--- src/rtl/crt_pkg.sv ---
package crt_pkg;
    localparam int CTRL_W = 16;
    localparam int ADDR_W = 3;
    localparam int NT     = 3;
    localparam logic [ADDR_W-1:0] ADDR_FLAGS = 3'd6;

    typedef enum logic [1:0] {
        MODE_TIMER   = 2'd0,
        MODE_GATE_HI = 2'd1,
        MODE_GATE_LO = 2'd2,
        MODE_COUNT   = 2'd3
    } crt_mode_e;

    typedef enum logic [1:0] {
        FN_TIMER   = 2'd0,
        FN_CAPTURE = 2'd1,
        FN_RELOAD  = 2'd2,
        FN_SPARE   = 2'd3
    } crt_fn_e;

    typedef struct packed {
        logic       rsvd;
        logic       out_en;
        logic       rl_on_fall;
        logic       rl_on_rise;
        crt_fn_e    fn;
        logic [1:0] edge_sel;
        logic [2:0] psel;
        logic       dir_pin_en;
        logic       down;
        logic       run;
        crt_mode_e  mode;
    } crt_ctrl_t;

    function automatic logic edge_pick(logic [1:0] sel, logic rise, logic fall);
        return (sel[0] & rise) | (sel[1] & fall);
    endfunction
endpackage

--- src/rtl/crt_sync.sv ---
module crt_sync #(
    parameter int N = 6
) (
    input  logic         clk,
    input  logic         rst_n,
    input  logic [N-1:0] pin,
    output logic [N-1:0] lvl,
    output logic [N-1:0] rise,
    output logic [N-1:0] fall
);
    typedef struct packed {
        logic [N-1:0] s1;
        logic [N-1:0] s2;
        logic [N-1:0] prev;
    } sync_st_t;

    sync_st_t st_d, st_q;

    always_comb begin
        st_d      = st_q;
        st_d.s1   = pin;
        st_d.s2   = st_q.s1;
        st_d.prev = st_q.s2;
    end

    always_ff @(posedge clk or negedge rst_n) begin
        if (!rst_n) st_q <= '0;
        else        st_q <= st_d;
    end

    assign lvl  = st_q.s2;
    assign rise = st_q.s2 & ~st_q.prev;
    assign fall = ~st_q.s2 & st_q.prev;

    // a detected edge is a single-cycle pulse
    p_rise_pulse_r4: assert property (@(posedge clk) disable iff (!rst_n)
        rise[0] |=> !rise[0]);
endmodule

--- src/rtl/crt_prescaler.sv ---
module crt_prescaler #(
    parameter int BASE_LOG = 3,
    parameter int SEL_W    = 3
) (
    input  logic             clk,
    input  logic             rst_n,
    input  logic             run,
    input  logic [SEL_W-1:0] sel,
    output logic             tick
);
    localparam int CNT_W = BASE_LOG + (1 << SEL_W) - 1;

    typedef struct packed {
        logic [CNT_W-1:0] cnt;
    } psc_st_t;

    psc_st_t st_d, st_q;
    logic [CNT_W-1:0] mask;

    always_comb begin
        mask     = ~({CNT_W{1'b1}} << (BASE_LOG + int'(sel)));
        tick     = run && ((st_q.cnt & mask) == mask);
        st_d     = st_q;
        st_d.cnt = run ? st_q.cnt + 1'b1 : '0;
    end

    always_ff @(posedge clk or negedge rst_n) begin
        if (!rst_n) st_q <= '0;
        else        st_q <= st_d;
    end

    // the smallest division is 8, so ticks never come back to back
    p_tick_gap_r2: assert property (@(posedge clk) disable iff (!rst_n)
        tick |=> !tick);
endmodule

--- src/rtl/crt_counter.sv ---
module crt_counter #(
    parameter int W = 16
) (
    input  logic         clk,
    input  logic         rst_n,
    input  logic         en,
    input  logic         down,
    input  logic         load,
    input  logic [W-1:0] load_val,
    output logic [W-1:0] val,
    output logic         wrap
);
    typedef struct packed {
        logic [W-1:0] val;
    } cnt_st_t;

    cnt_st_t st_d, st_q;

    always_comb begin
        st_d = st_q;
        wrap = en && (down ? (st_q.val == '0) : (&st_q.val));
        if (load)    st_d.val = load_val;
        else if (en) st_d.val = down ? st_q.val - 1'b1 : st_q.val + 1'b1;
    end

    always_ff @(posedge clk or negedge rst_n) begin
        if (!rst_n) st_q <= '0;
        else        st_q <= st_d;
    end

    assign val = st_q.val;

    // an enabled up step adds exactly one
    p_step_up_r2: assert property (@(posedge clk) disable iff (!rst_n)
        (en && !load && !down) |=> (val == W'($past(val) + 1'b1)));
    // an enabled down step subtracts exactly one
    p_step_down_r5: assert property (@(posedge clk) disable iff (!rst_n)
        (en && !load && down) |=> (val == W'($past(val) - 1'b1)));
endmodule

--- src/rtl/cap_reload_timer.sv ---
module cap_reload_timer
    import crt_pkg::*;
#(
    parameter int W        = 16,
    parameter int BASE_LOG = 3,
    parameter int SEL_W    = 3
) (
    input  logic              clk,
    input  logic              rst_n,
    input  logic              wr_en,
    input  logic [ADDR_W-1:0] wr_addr,
    input  logic [W-1:0]      wr_data,
    input  logic [NT-1:0]     tin,
    input  logic [NT-1:0]     tdir,
    output logic              tout,
    output logic [W-1:0]      core_val,
    output logic [W-1:0]      aux0_val,
    output logic [W-1:0]      aux1_val,
    output logic [NT-1:0]     irq
);
    typedef struct packed {
        crt_ctrl_t [NT-1:0] ctrl;
        logic               latch;
        logic [NT-1:0]      irq;
    } top_st_t;

    top_st_t st_d, st_q;

    logic [2*NT-1:0]       s_lvl, s_rise, s_fall;
    logic [NT-1:0]         tick, en, down, wrap, pin_ev, load;
    logic [NT-1:0]         wr_val_hit, wr_ctl_hit;
    logic [NT-1:0]         cap, rl;
    logic [NT-1:0][W-1:0]  cnt_val, load_val;
    logic                  lrise, lfall;

    crt_sync #(.N(2*NT)) u_sync (
        .clk (clk),
        .rst_n (rst_n),
        .pin ({tdir, tin}),
        .lvl (s_lvl),
        .rise (s_rise),
        .fall (s_fall)
    );

    for (genvar g = 0; g < NT; g++) begin : g_tmr
        crt_prescaler #(.BASE_LOG(BASE_LOG), .SEL_W(SEL_W)) u_psc (
            .clk (clk),
            .rst_n (rst_n),
            .run (st_q.ctrl[g].run),
            .sel (st_q.ctrl[g].psel),
            .tick (tick[g])
        );
        crt_counter #(.W(W)) u_cnt (
            .clk (clk),
            .rst_n (rst_n),
            .en (en[g]),
            .down (down[g]),
            .load (load[g]),
            .load_val (load_val[g]),
            .val (cnt_val[g]),
            .wrap (wrap[g])
        );
    end

    // Per-timer decode: count enable, direction, pin events, write hits
    always_comb begin
        crt_ctrl_t cfg;
        logic      counting, adv;
        for (int i = 0; i < NT; i++) begin
            cfg        = st_q.ctrl[i];
            counting   = (i == 0) || (cfg.fn == FN_TIMER) || (cfg.fn == FN_SPARE);
            pin_ev[i]  = edge_pick(cfg.edge_sel, s_rise[i], s_fall[i]);
            case (cfg.mode)
                MODE_TIMER:   adv = tick[i];
                MODE_GATE_HI: adv = tick[i] & s_lvl[i];
                MODE_GATE_LO: adv = tick[i] & ~s_lvl[i];
                default:      adv = pin_ev[i];
            endcase
            en[i]         = counting && cfg.run && adv;
            down[i]       = cfg.dir_pin_en ? s_lvl[NT+i] : cfg.down;
            wr_val_hit[i] = wr_en && (wr_addr == ADDR_W'(i));
            wr_ctl_hit[i] = wr_en && (wr_addr == ADDR_W'(NT + i));
        end
    end

    // Next state, capture and reload
    always_comb begin
        crt_ctrl_t cfg;
        logic      trig_pin;
        st_d  = st_q;
        lrise = wrap[0] & ~st_q.latch;
        lfall = wrap[0] & st_q.latch;
        st_d.latch = st_q.latch ^ wrap[0];
        cap = '0;
        rl  = '0;
        for (int k = 1; k < NT; k++) begin
            cfg      = st_q.ctrl[k];
            trig_pin = cfg.run & pin_ev[k];
            cap[k]   = (cfg.fn == FN_CAPTURE) && trig_pin;
            rl[k]    = (cfg.fn == FN_RELOAD) &&
                       (trig_pin || (cfg.run && cfg.rl_on_rise && lrise) ||
                                    (cfg.run && cfg.rl_on_fall && lfall));
        end

        // core load: software, then aux0 reload, then aux1 reload
        load[0]     = 1'b1;
        load_val[0] = cnt_val[0];
        if (wr_val_hit[0])  load_val[0] = wr_data;
        else if (rl[1])     load_val[0] = cnt_val[1];
        else if (rl[2])     load_val[0] = cnt_val[2];
        else                load[0]     = 1'b0;

        for (int k = 1; k < NT; k++) begin
            load[k]     = wr_val_hit[k] || cap[k];
            load_val[k] = wr_val_hit[k] ? wr_data : cnt_val[0];
        end

        for (int i = 0; i < NT; i++) begin
            st_d.irq[i] = (st_q.irq[i] & ~(wr_en && (wr_addr == ADDR_FLAGS) && wr_data[i]))
                          | wrap[i] | cap[i];
            if (wr_ctl_hit[i]) st_d.ctrl[i] = crt_ctrl_t'(wr_data[CTRL_W-1:0]);
        end
    end

    always_ff @(posedge clk or negedge rst_n) begin
        if (!rst_n) st_q <= '0;
        else        st_q <= st_d;
    end

    assign tout     = st_q.latch & st_q.ctrl[0].out_en;
    assign core_val = cnt_val[0];
    assign aux0_val = cnt_val[1];
    assign aux1_val = cnt_val[2];
    assign irq      = st_q.irq;

    // every core wrap inverts the latch
    p_latch_flip_r6: assert property (@(posedge clk) disable iff (!rst_n)
        wrap[0] |=> (st_q.latch != $past(st_q.latch)));
    // a core wrap raises the core flag
    p_irq_on_wrap_r6: assert property (@(posedge clk) disable iff (!rst_n)
        wrap[0] |=> irq[0]);
    // a capture register holds when neither written nor triggered
    p_capture_hold_r7: assert property (@(posedge clk) disable iff (!rst_n)
        ((st_q.ctrl[1].fn == FN_CAPTURE) && !wr_val_hit[1] && !cap[1]) |=> $stable(aux0_val));
    // a reload from aux0 moves its value into the core
    p_reload_take_r8: assert property (@(posedge clk) disable iff (!rst_n)
        (rl[1] && !wr_val_hit[0]) |=> (core_val == $past(aux0_val)));
endmodule

--- config.mk ---
export PLATFORM = sky130hd
export DESIGN_NAME = cap_reload_timer
export DESIGN_NICKNAME = d
export VERILOG_FILES = /design/src/rtl/crt_pkg.sv /design/src/rtl/crt_sync.sv /design/src/rtl/crt_prescaler.sv /design/src/rtl/crt_counter.sv /design/src/rtl/cap_reload_timer.sv
export SDC_FILE = /design/constraint.sdc
export NUM_CORES = 1
export LEC_CHECK = 0
export BUFFER_PORTS_ARGS = -buffer_cell sky130_fd_sc_hd__buf_2
export CAP_MARGIN = 10
export CELL_PAD_IN_SITES_DETAIL_PLACEMENT = 1
export CELL_PAD_IN_SITES_GLOBAL_PLACEMENT = 2
export CORE_MARGIN = 3
export CORE_UTILIZATION = 42
export CTS_CLUSTER_SIZE = 40
export DETAILED_ROUTE_END_ITERATION = 16
export PLACE_DENSITY = 0.95
export SKIP_CTS_REPAIR_TIMING = 1
export SLEW_MARGIN = 20
export SYNTH_ARGS = -nofsm -noshare
export SYNTH_HDL_FRONTEND = slang
export SYNTH_HIERARCHICAL = 1
export SYNTH_SLANG_ARGS = --single-unit
--- constraint.sdc ---
create_clock -name clk -period 13.35 [get_ports clk]
set_input_delay 1.335 -clock clk [delete_from_list [all_inputs] [get_ports clk]]
set_output_delay 1.335 -clock clk [all_outputs]
set_load 0.01 [all_outputs]
==> flow_summary.json <==
{
  "power.internal_uw": 1300,
  "first_pass_iters": 4,
  "max_freq_mhz": 197,
  "synth_nets": 1139,
  "pwr-share-comb_pct": 48.6,
  "avgSynthCellArea_um2": 9.58,
  "synth_cells": 1039,
  "finClkSkew_ns": 0.00863,
  "leakage_uw": 0.00481,
  "crit_family": "compound AO/OA/AOI/OAI gates",
  "cp-end-kind": "flop",
  "drc": 0,
  "worst-path-buf-inv": 4,
  "holdWs_ns": 0.347,
  "critical_path.cell_chain": "inv_1, ha_1, nand2b_1, a211oi_1, o2111a_1, or3b_2, a21boi_2, buf_4, nor2b_1, ha_1, a22o_1, o211a_1, nand2b_1, buf_4, clkinv_1, nand3_1, mux2i_1, a211o_1",
  "grt_max_degree": 72,
  "slowest_delay_ns": 0.64,
  "vias_per_cell": 6.07,
  "status": "completed",
  "drive_above_1_share_pct": 20.9,
  "wl_um": 31100,
  "initial_core_util_pct": 43.3,
  "slowest_stage": "o211a_1",
  "slew_headroom_pct": 42.4,
  "place.gp.congestion": 0.910,
  "syn_to_final_growth_pct": 12.0,
  "ys_warn_count": 6,
  "antennaDiodeCount": 0,
  "fp.dieW_um": 160,
  "grt_pass1_vias": 9035,
  "path_class": "reg2reg",
  "grt_pass1_wl_um": 49800,
  "wire_per_inst_um": 21.8,
  "hold_class": "reg2reg",
  "fin_crit_sh_pct": 38.1,
  "clockPowerShare_pct": 19.9,
  "setup_slack_ns": 8.26,
  "cts_tree": "yes",
  "rows": 55,
  "die_y_um": 160,
  "drt-initial-drc-count": 569,
  "place_ws_ns": 8.30,
  "ant_nets": 0,
  "gr-total-overflow": 0,
  "dpl.hpwl_um": 22500,
  "fill_cells": 2683,
  "core-area_um2": 23000,
  "clockRootBuffer": "clkbuf_16",
  "period_needed_ns": 5.09,
  "worstPathArrival_ns": 5.41,
  "pwr-share-seq_pct": 31.4,
  "grt_antenna_before_repair": 0,
  "worst_slew_pin_slew_ns": 0.863,
  "cp_max_fo": 33,
  "syn_area_um2": 9950,
  "clk_path_buf_depth": 2,
  "ios": 80,
  "cts_buffers": 17,
  "dieArea_um2": 25600,
  "cp.required_ns": 13.67,
  "insertion_delay_ns": 0.43,
  "grt_use_total_pct": 24.2,
  "setup_viol_count_final": 0,
  "finalHoldViolCount": 0,
  "drv_cap": 0,
  "p_sw_share_pct": 44.7,
  "cts_num_sinks": 136,
  "htree_levels": 4,
  "vias": 8664,
  "final_nets": 1201,
  "numPortBuffers": 79,
  "tns_ns": 0,
  "switchingPower_uw": 1050,
  "clk_pin_slew_worst_paths_ns": 0.06,
  "cp-start-kind": "flop",
  "cellPowerDensity_nw_per_um2": 211,
  "ir_drop_mv": 0.0940,
  "finalMaxSlewViolations": 0,
  "rsz0062_at_grt": "false"
}
-- power by group through the flow --
| stage | Clock (µW) | Sequential (µW) | Combinational (µW) |
|---|---|---|---|
| after floorplan | 0 | 674 | 819 |
| final | 469 | 739 | 1140 |
| after global routing | 497 | 754 | 1270 |
| after detailed placement | 0 | 739 | 1140 |
| after CTS | 477 | 733 | 1150 |
| after global placement | 0 | 733 | 1100 |
-- layout make-up --
cell class                      instances  area (µm²)  area share, %
Sequential cell                       136        3400           30.5
Clock inverter                         10         121           1.09
Multi-Input combinational cell        817        6160           55.2
Clock buffer                           22         454           4.07
Tap cell                              313         392           3.51
Timing Repair Buffer                   88         469           4.21
Inverter                               41         154           1.38
-- worst register-to-register path, delay by kind of cell, from the launching register on --
family / cells / cell delay [ns]
and+or+nand+nor: 5 / 1.22
buffers and inverters: 4 / 1.10
muxes: 1 / 0.08
DFF: 1 / 0.41
adders and majority gates: 2 / 0.55
AOI/OAI and AO/OA: 6 / 1.62
-- per-layer routing --
metal / GRT usage [%] / up-vias / routed length [µm]
met2: 42.0 / 195 / 15600
met5: 0 / - / 0
met3: 3.22 / 64 / 956
met1: 31.1 / 4438 / 13700
li1: - / 3967 / -
met4: 8.56 / 0 / 807
-- state kept, by name, summed over array words and instances (netlist names) --
register,cells
g_tmr.u_cnt/val,48
st_q,40
g_tmr.u_psc/st_q,30
u_sync/lvl,6
u_sync/st_d,6
irq,3
u_sync/st_q,3
-- cells in the final DEF (no fill, tap or decap), types with 16 or more instances in the layout --
master / count
nor2_1: 64
mux2_2: 72
nand3_1: 39
xor2_1: 25
inv_1: 39
buf_2: 78
dfrtp_1: 136
nand2_1: 76
or3_1: 16
xnor2_1: 25
o21ai_0: 65
ha_1: 69
nor3b_1: 24
a21oi_1: 68
clkbuf_16: 17
mux2i_1: 39
-- final timing paths --
check / to / startpoint / cells past startpoint / slack [ns]
worst max-delay path: g_tmr[0].u_cnt/val[8] / st_q[10] / 18 / 8.26
worst min-delay path: u_sync/lvl[2] / u_sync/st_d[8] / 0 / 0.35
worst max register to register: g_tmr[0].u_cnt/val[8] / st_q[10] / 18 / 8.26
worst min register to register: u_sync/lvl[2] / u_sync/st_d[8] / 0 / 0.35
max in group asynchronous: g_tmr[1].u_cnt/val[2] / rst_n / 2 / 11.05
min in group asynchronous: u_sync/lvl[3] / rst_n / 1 / 0.94
-- through the flow --
step | power [µW] | util (%) | cells | cell area [µm²]
5_1_grt | 2520 | 48.5 | 1427 | 11200
3_5_place_dp | 1880 | 46.0 | 1395 | 10600
6_report | 2350 | 48.5 | 1427 | 11200
3_3_place_gp | 1840 | 46.0 | 1395 | 10600
4_1_cts | 2360 | 48.5 | 1427 | 11200
2_1_floorplan | 1490 | - | 1039 | 9950
No activity file was read; power rests on OpenSTA's default activity.
